===== src/rtl/tca_pkg.sv =====
package tca_pkg;
    localparam int BYTE_W = 8;
    localparam int CNT_W  = 2 * BYTE_W;
    localparam int CTL_W  = 6;

    typedef enum logic [1:0] {
        FMT_LATCH = 2'b00,
        FMT_LO    = 2'b01,
        FMT_HI    = 2'b10,
        FMT_BOTH  = 2'b11
    } fmt_e;

    typedef enum logic {W_LO, W_HI} wptr_e;
    typedef enum logic {RP_LO, RP_HI} rptr_e;
    typedef enum logic {OL_TRACK, OL_HOLD} olst_e;
    typedef enum logic {SL_EMPTY, SL_FULL} slst_e;

    localparam logic [CTL_W-1:0] CTL_RESET = 6'h10;
endpackage


===== src/rtl/tca_cmd_decode.sv =====
module tca_cmd_decode #(
    parameter int CHAN_ID = 1
) (
    input  logic       cmd_we,
    input  logic [3:0] cmd_hi,
    input  logic       rb_pick,
    output logic       cw_apply,
    output logic       cnt_latch,
    output logic       stat_latch
);
    localparam logic [1:0] MY_SEL = CHAN_ID[1:0];
    localparam logic [1:0] RB_SEL = 2'b11;

    logic mine, rb_hit;

    always_comb begin
        mine       = cmd_we && (cmd_hi[3:2] == MY_SEL);
        rb_hit     = cmd_we && (cmd_hi[3:2] == RB_SEL) && rb_pick;
        cw_apply   = mine && (cmd_hi[1:0] != 2'b00);
        cnt_latch  = (mine && (cmd_hi[1:0] == 2'b00)) || (rb_hit && !cmd_hi[1]);
        stat_latch = rb_hit && !cmd_hi[0];
    end
endmodule


===== src/rtl/tca_wr_path.sv =====
module tca_wr_path
    import tca_pkg::*;
(
    input  logic              clk,
    input  logic              rst_n,
    input  logic              cw_apply,
    input  logic              cnt_we,
    input  logic              load_done,
    input  fmt_e              fmt,
    input  logic [BYTE_W-1:0] wdata,
    output logic [CNT_W-1:0]  cr_value,
    output logic              cr_done,
    output logic              cr_first,
    output logic              null_cnt
);
    wptr_e             wp_q, wp_d;
    logic [CNT_W-1:0]  cr_q, cr_d;
    logic [BYTE_W-1:0] stage_q, stage_d;
    logic              done_q, done_d, first_q, first_d, null_q, null_d;

    always_ff @(posedge clk) begin
        if (!rst_n) begin
            wp_q    <= W_LO;
            cr_q    <= '0;
            stage_q <= '0;
            done_q  <= 1'b0;
            first_q <= 1'b0;
            null_q  <= 1'b0;
        end else begin
            wp_q    <= wp_d;
            cr_q    <= cr_d;
            stage_q <= stage_d;
            done_q  <= done_d;
            first_q <= first_d;
            null_q  <= null_d;
        end
    end

    always_comb begin
        wp_d    = wp_q;
        cr_d    = cr_q;
        stage_d = stage_q;
        done_d  = 1'b0;
        first_d = 1'b0;
        if (cw_apply) begin
            wp_d = W_LO;
        end else if (cnt_we) begin
            unique case (fmt)
                FMT_LO: begin
                    cr_d   = {{BYTE_W{1'b0}}, wdata};
                    done_d = 1'b1;
                end
                FMT_HI: begin
                    cr_d   = {wdata, {BYTE_W{1'b0}}};
                    done_d = 1'b1;
                end
                FMT_BOTH: begin
                    unique case (wp_q)
                        W_LO: begin
                            stage_d = wdata;
                            first_d = 1'b1;
                            wp_d    = W_HI;
                        end
                        W_HI: begin
                            cr_d   = {wdata, stage_q};
                            done_d = 1'b1;
                            wp_d   = W_LO;
                        end
                    endcase
                end
                FMT_LATCH: ;
            endcase
        end
        if (cw_apply || done_d) null_d = 1'b1;
        else if (load_done)     null_d = 1'b0;
        else                    null_d = null_q;
    end

    assign cr_value = cr_q;
    assign cr_done  = done_q;
    assign cr_first = first_q;
    assign null_cnt = null_q;

    p_lo_only_zero_r2: assert property (@(posedge clk) disable iff (!rst_n)
        (cr_done && fmt == FMT_LO) |-> (cr_q[CNT_W-1:BYTE_W] == '0));
    p_first_not_done_r3: assert property (@(posedge clk) disable iff (!rst_n)
        cr_first |-> !cr_done);
    p_staged_keeps_cr_r3: assert property (@(posedge clk) disable iff (!rst_n)
        cr_first |-> $stable(cr_q));
    p_null_on_done_r8: assert property (@(posedge clk) disable iff (!rst_n)
        cr_done |-> null_q);
endmodule


===== src/rtl/tca_rd_path.sv =====
module tca_rd_path
    import tca_pkg::*;
(
    input  logic              clk,
    input  logic              rst_n,
    input  logic              cw_apply,
    input  logic              cnt_latch,
    input  logic              stat_latch,
    input  logic              cnt_re,
    input  fmt_e              fmt,
    input  logic [CNT_W-1:0]  live_cnt,
    input  logic [BYTE_W-1:0] status_in,
    output logic [BYTE_W-1:0] rdata
);
    olst_e             ol_st_q, ol_st_d;
    slst_e             sl_st_q, sl_st_d;
    rptr_e             rp_q, rp_d;
    logic [CNT_W-1:0]  ol_q, ol_d;
    logic [BYTE_W-1:0] stat_q, stat_d;
    logic [CNT_W-1:0]  cnt_src;
    logic [BYTE_W-1:0] cnt_byte;
    logic              last_byte;

    always_ff @(posedge clk) begin
        if (!rst_n) begin
            ol_st_q <= OL_TRACK;
            sl_st_q <= SL_EMPTY;
            rp_q    <= RP_LO;
            ol_q    <= '0;
            stat_q  <= '0;
        end else begin
            ol_st_q <= ol_st_d;
            sl_st_q <= sl_st_d;
            rp_q    <= rp_d;
            ol_q    <= ol_d;
            stat_q  <= stat_d;
        end
    end

    always_comb begin
        cnt_src = (ol_st_q == OL_HOLD) ? ol_q : live_cnt;
        unique case (fmt)
            FMT_HI:   cnt_byte = cnt_src[CNT_W-1:BYTE_W];
            FMT_BOTH: cnt_byte = (rp_q == RP_HI) ? cnt_src[CNT_W-1:BYTE_W]
                                                 : cnt_src[BYTE_W-1:0];
            default:  cnt_byte = cnt_src[BYTE_W-1:0];
        endcase
        rdata     = (sl_st_q == SL_FULL) ? stat_q : cnt_byte;
        last_byte = (fmt != FMT_BOTH) || (rp_q == RP_HI);
    end

    always_comb begin
        ol_st_d = ol_st_q;
        sl_st_d = sl_st_q;
        rp_d    = rp_q;
        ol_d    = ol_q;
        stat_d  = stat_q;
        if (cw_apply) begin
            ol_st_d = OL_TRACK;
            sl_st_d = SL_EMPTY;
            rp_d    = RP_LO;
        end else begin
            unique case (ol_st_q)
                OL_TRACK: if (cnt_latch) begin
                    ol_st_d = OL_HOLD;
                    ol_d    = live_cnt;
                end
                OL_HOLD: ;
            endcase
            unique case (sl_st_q)
                SL_EMPTY: if (stat_latch) begin
                    sl_st_d = SL_FULL;
                    stat_d  = status_in;
                end
                SL_FULL: ;
            endcase
            if (cnt_re) begin
                if (sl_st_q == SL_FULL) begin
                    sl_st_d = SL_EMPTY;
                end else begin
                    if (fmt == FMT_BOTH) rp_d = (rp_q == RP_LO) ? RP_HI : RP_LO;
                    if (last_byte)       ol_st_d = OL_TRACK;
                end
            end
        end
    end

    p_hold_frozen_r4: assert property (@(posedge clk) disable iff (!rst_n)
        (ol_st_q == OL_HOLD && $past(ol_st_q == OL_HOLD)) |-> $stable(ol_q));
    p_status_first_r7: assert property (@(posedge clk) disable iff (!rst_n)
        (sl_st_q == SL_FULL && ol_st_q == OL_HOLD && cnt_re && !cw_apply)
        |=> (ol_st_q == OL_HOLD && sl_st_q == SL_EMPTY && $stable(rp_q)));
    p_cw_cancels_r9: assert property (@(posedge clk) disable iff (!rst_n)
        cw_apply |=> (ol_st_q == OL_TRACK && sl_st_q == SL_EMPTY && rp_q == RP_LO));
endmodule


===== src/rtl/timer_chan_access.sv =====
module timer_chan_access
    import tca_pkg::*;
#(
    parameter int CHAN_ID = 1
) (
    input  logic              clk,
    input  logic              rst_n,
    input  logic              cmd_we,
    input  logic              cnt_we,
    input  logic              cnt_re,
    input  logic [BYTE_W-1:0] wdata,
    input  logic [CNT_W-1:0]  live_cnt,
    input  logic              out_lvl,
    input  logic              load_done,
    output logic [BYTE_W-1:0] rdata,
    output logic [CNT_W-1:0]  cr_value,
    output logic              cr_done,
    output logic              cr_first,
    output logic [CTL_W-1:0]  mode_byte
);
    localparam int RB_BIT = 1 + CHAN_ID;

    logic             cw_apply, cnt_latch, stat_latch, null_cnt;
    logic [CTL_W-1:0] ctl_q;
    fmt_e             fmt;

    tca_cmd_decode #(.CHAN_ID(CHAN_ID)) u_dec (
        .cmd_we    (cmd_we),
        .cmd_hi    (wdata[7:4]),
        .rb_pick   (wdata[RB_BIT]),
        .cw_apply  (cw_apply),
        .cnt_latch (cnt_latch),
        .stat_latch(stat_latch)
    );

    always_ff @(posedge clk) begin
        if (!rst_n)        ctl_q <= CTL_RESET;
        else if (cw_apply) ctl_q <= wdata[CTL_W-1:0];
    end

    assign fmt       = fmt_e'(ctl_q[5:4]);
    assign mode_byte = ctl_q;

    tca_wr_path u_wr (
        .clk      (clk),
        .rst_n    (rst_n),
        .cw_apply (cw_apply),
        .cnt_we   (cnt_we),
        .load_done(load_done),
        .fmt      (fmt),
        .wdata    (wdata),
        .cr_value (cr_value),
        .cr_done  (cr_done),
        .cr_first (cr_first),
        .null_cnt (null_cnt)
    );

    tca_rd_path u_rd (
        .clk       (clk),
        .rst_n     (rst_n),
        .cw_apply  (cw_apply),
        .cnt_latch (cnt_latch),
        .stat_latch(stat_latch),
        .cnt_re    (cnt_re),
        .fmt       (fmt),
        .live_cnt  (live_cnt),
        .status_in ({out_lvl, null_cnt, ctl_q}),
        .rdata     (rdata)
    );

    p_mode_load_r1: assert property (@(posedge clk) disable iff (!rst_n)
        cw_apply |=> (mode_byte == $past(wdata[CTL_W-1:0])));
    p_mode_keep_r1: assert property (@(posedge clk) disable iff (!rst_n)
        !cw_apply |=> $stable(mode_byte));
endmodule


===== config.mk =====
export PLATFORM = sky130hd
export DESIGN_NAME = timer_chan_access
export DESIGN_NICKNAME = d
export VERILOG_FILES = /design/src/rtl/tca_pkg.sv /design/src/rtl/tca_cmd_decode.sv /design/src/rtl/tca_wr_path.sv /design/src/rtl/tca_rd_path.sv /design/src/rtl/timer_chan_access.sv
export SDC_FILE = /design/constraint.sdc
export NUM_CORES = 1
export LEC_CHECK = 0
export ABC_AREA = 0
export BUFFER_PORTS_ARGS = -buffer_cell sky130_fd_sc_hd__buf_2
export CAP_MARGIN = 20
export CORE_MARGIN = 3
export CORE_UTILIZATION = 45
export DETAILED_ROUTE_END_ITERATION = 6
export PLACE_DENSITY_LB_ADDON = 0.15
export SYNTH_ARGS = -nofsm -noshare
export SYNTH_HDL_FRONTEND = slang
export SYNTH_SLANG_ARGS = --single-unit

===== constraint.sdc =====
create_clock -name clk -period 2.9 [get_ports clk]
set_clock_uncertainty 0.2 [all_clocks]
set_input_delay 0.725 -clock clk [delete_from_list [all_inputs] [get_ports clk]]
set_output_delay 0.725 -clock clk [all_outputs]
set_load 0.02 [all_outputs]

Word level (Yosys, flattened, before mapping)
Index checks and enable logic that the tools add are counted.

Bitwise operators: 7. Equality and inequality tests: 7. Reduce and logical (&&, ||, !) cells: 25. Muxes and demuxes: 24.

Operators with widths (count): case mux 16 bit (3 select lines) (1); two-way mux 16 bit (2); two-way mux 1 bit (16); two-way mux 8 bit (2); case mux 8 bit (2 select lines) (1); AND reduction 3 bit (3); AND reduction 4 bit (2); logical AND 1 bit (7); inverter 1 bit (7); == test 2 bit (second input constant) (3); == test 2 x 1 -> 1 bit (second input constant) (2); inequality test 2 bit (second input constant) (2); case mux 1 bit (2 select lines) (2); nonzero test 2 bit (2); OR reduction 2 bit (2); OR reduction 4 bit (1); logical OR 1 bit (3); nonzero test 3 bit (1); zero test 1 bit (2); zero test 2 bit (1); AND reduction 2 bit (1).

Logic and storage cells: 75. Register bits after elaboration: 61. Bits of input ports: 31.

Logic depth before layout (Yosys ltp)
Gate-level depths: netlist of run 1.

Depth after elaboration: 10. Gate-level depth with buffers: 6. Depth with buffers taken out: 5.

Hierarchy
From an unflattened synthesis of run 1, not the netlist that was laid out.

Cells, all modules: 328. Area, all modules: 3037.9 sq um.

Modules (own cells, without submodules): tca_rd_path (cells each 168, seq. area each 540.5 sq um, area an instance 1451.4 sq um, times used 1); tca_wr_path (cells each 134, seq. area each 560.5 sq um, area an instance 1320.0 sq um, times used 1); timer_chan_access (cells each 19, seq. area each 120.1 sq um, area an instance 226.5 sq um, times used 1); tca_cmd_decode (cells each 7, seq. area each 0.0 sq um, area an instance 40.0 sq um, times used 1).

Worst setup path before layout of run 1
Ideal clock, no wire load.

Path kind: register to output. From: register ctl_q[4], in the netlist mode_byte[4]. To: output rdata[6]. Path slack: 274 ps. Arrival: 1701 ps. Path buffers: 1. Data required time: 1975 ps. Stages on the path, launching flop included: 7. Cell sequence: dfxtp_1 > inv_1 > ha_1 > clkbuf_1 > mux2_2 > o221ai_1 > o21a_1.

Word-level cells in the longest chain between the ends: 3.

Ends and longest elaborated chain: start: declaration (RTL line timer_chan_access.sv:24) `logic [CTL_W-1:0] ctl_q;`; start signal: assignment (RTL line timer_chan_access.sv:38) `else if (cw_apply) ctl_q <= wdata[CTL_W-1:0];`; == test 2 bit (RTL line tca_rd_path.sv:42) `unique case (fmt)`; case mux 8 bit (2 select lines) * (RTL line tca_rd_path.sv:42); two-way mux 8 bit * (RTL line tca_rd_path.sv:48) `rdata = (sl_st_q == SL_FULL) ? stat_q : cnt_byte;`; end: declaration (RTL line timer_chan_access.sv:15) `output logic [BYTE_W-1:0] rdata,`.

Mark *: on every way between the ends. The rest lies on a longest branch, timed or not.

Worst setup path in the final report of run 1
From: register ctl_q[4], in the netlist mode_byte[4]. To: output rdata[4].

Same word-level chain as after synthesis.

==> run metrics, run 1 <==
Post-Synthesis Net Count=375; RSZ-0062 raised after global routing=no; clock root cell=clkbuf_8; cells on worst reg2reg path=6; Seq cells post-synth=61; leakage=1.517 nW; reg2reg setup slack=910 ps; CP max FO=8; antenna cell count=0; Pre-antenna DRT Iters=4; final worst slack=123.8 ps; most frequent cells in the layout=68 x nand2_1, 62 x buf_2, 58 x dfxtp_1; Initial Util=0.4685; CP Capture Point=rdata[4]; CP required=~2000 ps; Area contributors post-synth=dfxtp_1 41%, mux2i_1 19%, nand2_1 8.5%; layout cells sized above 1=0.2394; fraction of the cycle the final worst path needs=0.9573; Hold Vio Cnt, Final=0; Residual DRC=0; # rows=29; number of flops mapped to enable cells by yosys=0; maximum VDD drop=0.3320 mV; synthesized area per cell=8.824 um2; Worst Tran Pin Value=~530 ps; Setup-failing EPs final=0; most frequently used flop master after synthesis=dfxtp_1; Mapped Cells=341; WHS=between 200 and 300 ps; Port Buffers=62; DRT Wirelength=7.209 mm; CTS Buffer Depth=2; largest net degree at the start of global routing=84; outcome=finished, final reports clean; NumNets Final=430; cts hold-fix bufs=0; Post-Synthesis Cell Area=3009 um2; DR vias=2559; average vias per placed instance=5.354; asr flop ratio synth=0; clk_lat worst skew=approximately 340 ps; initial antenna violation count=0; PD cells=545.9 nW/um2; Startpoint Class=register; DIE AREA=7704 um2; I/O Pins=63; CTS buffer count=9; Setup crit end kind=output port; setup_tns=0 ps; cell accounting for the most synthesized area=dfxtp_1; Final min period=2776 ps; WL/cell=roughly 15 um; area grow syn2layout=19.71%; max cap viols=0; Post-Place Setup Slack=~240 ps; Die Height=around 90 um; Total GRT Usage=0.1949; CTS sink count=61; Setup crit start=mode_byte[4]; number of distinct library cells after synthesis=42; initial drt markers=around 100; post-CTS setup buffers=0; dpl hpwl=4.949 mm; core box area=6422 um2; clock tree from TritonCTS=built; crit path kind=register to output port; Ys Warns=0; relative slew slack=0.6471; # H-tree levels=3; RR Startpoint=mode_byte[5]; chip width=87.78 um; clk slew on worst S/H paths=60 ps; Slew Viols, Final=0; share of the synthesized area in the top cell type=0.4058; most common cell after layout, fill and taps aside=nand2_1; register area share after synthesis=0.4058; worst reg2reg path endpoint=u_wr.cr_value[10]; total grt overflow=0; achievable clock frequency=0.3602 GHz; DRT antenna net count=0; gpl congestion=0.7897; vias in the first global route=2351; crit path DAT=1850 ps; Hold WC Path Type=register to register; first-pass GRT wire length=11.73 mm
how the worst min path moves through the flow:
stage                                 start                end  slack (ps)  depth (start not counted)
after detailed placement    u_wr.stage_q[3]    u_wr.stage_q[3]         250                          2
after global placement      u_wr.stage_q[4]    u_wr.stage_q[4]         240                          2
final                     u_wr.cr_value[11]  u_wr.cr_value[11]         250                          2
after CTS                   u_wr.stage_q[3]    u_wr.stage_q[3]         260                          2
after global routing      u_wr.cr_value[11]  u_wr.cr_value[11]         270                          2
after floorplan             u_wr.stage_q[0]    u_wr.stage_q[0]         230                          2
through the flow:
stage	util	instance area (um2)	power, mW	cells
6_report	0.5609	3602	1.967	478
5_1_grt	0.5609	3602	2.045	478
3_5_place_dp	0.5237	3363	1.126	462
3_3_place_gp	0.5237	3363	1.124	462
2_1_floorplan	-	3009	1.048	341
4_1_cts	0.5601	3597	1.984	478
cell type report:
cell class,count,area [um2]
fillers,597,2820
inverters,7,26.28
multi-input cells,248,1654
flip-flops and latches,61,1225
clock buffers,12,155.1
clock inverters,4,70.07
well taps,77,96.34
repair buffers,69,375.4
flip-flops by register name, indices dropped and copies added, names as in the netlist, 6 cells and up:
register and flops:
u_wr.stage_q 8, mode_byte 6, u_wr.cr_value 16, u_rd.ol_q 16
u_rd.stat_q 8
report_power, final:
part	internal, mW	total (mW)	switching (mW)	leakage (nW)
Combinational	0.0921	0.232	0.140	0.906
Sequential	0.861	0.876	0.0150	0.495
Clock	0.528	0.858	0.330	0.116
critical path, cell delays in order, from the launching register on:
cell and delay (ps):
dfxtp_2 370, inv_1 70, ha_1 240, mux2_4 340, o221ai_1 180, o21a_1 150, buf_2 160
what timing repair did:
action,4_1_cts,5_1_grt
endpoints found under the setup margin,8,8
resized for setup,3,2
pin swaps,0,0
cell usage after synthesis (4+ instances only):
master and count:
mux2i_1 56, dfxtp_1 61, and2_1 9, nor3b_1 8, nand3_1 18, o221ai_1 8, nor2_1 4, o21a_1 8
o21ai_0 18, nand2_1 68, a21oi_1 17, inv_1 6, nor3_1 6, clkbuf_1 15
layer usage:
layer | up-vias | wire [um] | global-route usage
li1 | 1307 | - | -
met1 | 1180 | 3668 | 0.2887
met2 | 60 | 3055 | 0.2699
met3 | 12 | 351 | 0.03575
met4 | 0 | 133 | 0.09205
met5 | - | 0 | 0
cell families (layout without fill, tap and decap cells):
kind of cell | count (synthesis) | after routing | synth area share
and+or+nand+nor | 127 | 127 | 0.2058
DFF | 61 | 61 | 0.4058
AOI/OAI and AO/OA | 60 | 60 | 0.1351
muxes | 57 | 57 | 0.1900
buffers and inverters | 32 | 92 | 0.04781
adders and majority gates | 3 | 3 | 0.01248
xor gates and xnor gates | 1 | 1 | 0.002911
(Power assumes the default switching activity.)
==> run 2, diff against run 1 <==
--- a/config.mk
+++ b/config.mk
@@ -6,12 +6,14 @@
 export NUM_CORES = 1
 export LEC_CHECK = 0
 export ABC_AREA = 0
+export ABC_CLOCK_PERIOD_IN_PS = 2900
 export BUFFER_PORTS_ARGS = -buffer_cell sky130_fd_sc_hd__buf_2
 export CAP_MARGIN = 20
 export CORE_MARGIN = 3
 export CORE_UTILIZATION = 45
 export DETAILED_ROUTE_END_ITERATION = 6
 export PLACE_DENSITY_LB_ADDON = 0.15
+export RECOVER_POWER = 50
 export SYNTH_ARGS = -nofsm -noshare
 export SYNTH_HDL_FRONTEND = slang
 export SYNTH_SLANG_ARGS = --single-unit
==> run 2 against run 1 <==
Against the previous run:
- clock power barely moved
- fmax increased by 0.13%
- total power is 0.35% lower
- critical path type unchanged
- clock-buffer cell count did not move
- core utilization is 0.72 points lower
==> run metrics, run 2 (same netlist as run 1, synthesis figures left out) <==
RR Startpoint=mode_byte[5]; Initial Util=0.4685; CP max FO=8; Setup-failing EPs final=0; clock share of power=0.438; Hold Vio Cnt, Final=0; clk_lat worst skew=340 ps; Switching Share=0.2469; max cap viols=0; vias in the first global route=2351; CTS sink count=slightly above 60; fraction of the cycle the final worst path needs=0.9560; # H-tree levels=3; cts hold-fix bufs=0; cells on worst reg2reg path=6; clock tree from TritonCTS=built; area grow syn2layout=18.17%; Port Buffers=62; WL/cell=15.08 um; clock root cell=clkbuf_8; CP required=1980 ps; dpl hpwl=4.949 mm; initial antenna violation count=0; # rows=29; Hold Path Origin=u_wr.cr_value[11]; Min-Delay Endpoint=u_wr.cr_value[11]; achievable clock frequency=0.3607 GHz; Setup crit end kind=output port; CTS Buffer Depth=2; layout cells sized above 1=0.1771; Post-Layout Cell Count=478; largest net degree at the start of global routing=84; worst reg2reg path endpoint=u_wr.cr_value[9]; Total GRT Usage=0.1949; Setup crit start=mode_byte[4]; crit path kind=register to output port; Residual DRC=0; Gate power share=0.115; DR vias=2574; Startpoint Class=register; reg2reg setup slack=around 920 ps; DIE AREA=about 7700 um2; first-pass GRT wire length=11.73 mm; Int Pwr=around 1.5 mW; Total Power=1.960 mW; switching power=between 400 and 500 uW; total grt overflow=0; DRT Wirelength=7.209 mm; maximum VDD drop=approximately 0.33 mV; Slew Viols, Final=0; DRT antenna net count=0; setup_tns=0 ps; gpl congestion=0.7897; Worst Tran Pin Value=1372 ps; average vias per placed instance=5.385; relative slew slack=0.08552; most common cell after layout, fill and taps aside=nand2_1; antenna cell count=0; Hold WC Path Type=register to register; chip width=87.78 um; crit path DAT=1850 ps; WHS Path Cells=2; outcome=finished, final reports clean; leakage=1.411 nW; Pre-antenna DRT Iters=4; most frequent cells in the layout=68 x nand2_1, 58 x dfxtp_1, 56 x mux2i_1; Die Height=87.78 um; core box area=6422 um2; Placed Instances=462; clk slew on worst S/H paths=60 ps; NumNets Final=430; CTS buffer count=9; Finished Core Util=0.5537; I/O Pins=63; RSZ-0062 raised after global routing=no; sequential share of power=0.447; initial drt markers=a little over 100; PD cells=551.1 nW/um2; Final min period=about 2800 ps
run 2: changes by cell type in the layout (fill, tap and decap cells not counted):
cell / before / now
buf_2: 62 / 38
buf_12: 1 / 0
clkbuf_1: 1 / 26
run 2: worst max-delay path by stage:
stage                to  slack [ps]  depth (start not counted)
2_1_floorplan  rdata[6]         270                          6
3_3_place_gp   rdata[1]         300                          4
3_5_place_dp   rdata[1]         240                          4
4_1_cts        rdata[0]          10                          6
5_1_grt        rdata[1]           8                          6
6_report       rdata[4]         130                          6
run 2: through the flow:
step / hold slack, ps / setup slack, ps / area (um2)
2_1_floorplan: 233.4 / 273.8 / 3009
3_3_place_gp: 239.4 / 302.8 / 3363
3_5_place_dp: 247.2 / 239.7 / 3363
4_1_cts: 256.7 / 14.61 / 3597
5_1_grt: 276.8 / 7.995 / 3556
6_report: 254.9 / 127.5 / 3556
run 2: timing repair:
action                                  in CTS  in global routing
resized for setup                            3                  2
setup buffers                                0                  0
endpoints found under the setup margin       8                  8
run 2: layer usage:
layer	wire length, um	part of all wire	track usage	vias to the layer above
met3	386	0.054	0.03575	12
li1	-	-	-	1306
met2	3046	0.42	0.2699	64
met4	132	0.018	0.09205	0
met1	3644	0.51	0.2887	1192
met5	0	0	0	-
run 2: cell type report:
class,instances,area (um2)
Multi-Input combinational cell,248,1654
Timing Repair Buffer,69,329.1
Clock buffer,12,155.1
Clock inverter,4,70.07
Tap cell,77,96.34
Inverter,7,26.28
Sequential cell,61,1225
Fill cell,604,2867
run 2: critical path, stage by stage, from the launching register on:
cell	delay [ps]
dfxtp_2	370
inv_1	70
ha_1	240
mux2_4	340
o221ai_1	180
o21a_1	150
buf_2	160
run 2: power groups by stage:
stage | sequential, mW | combinational (mW) | clock, mW
4_1_cts | 0.876 | 0.233 | 0.875
2_1_floorplan | 0.907 | 0.141 | 0
6_report | 0.876 | 0.226 | 0.858
3_3_place_gp | 0.894 | 0.230 | 0
5_1_grt | 0.878 | 0.249 | 0.912
3_5_place_dp | 0.894 | 0.231 | 0
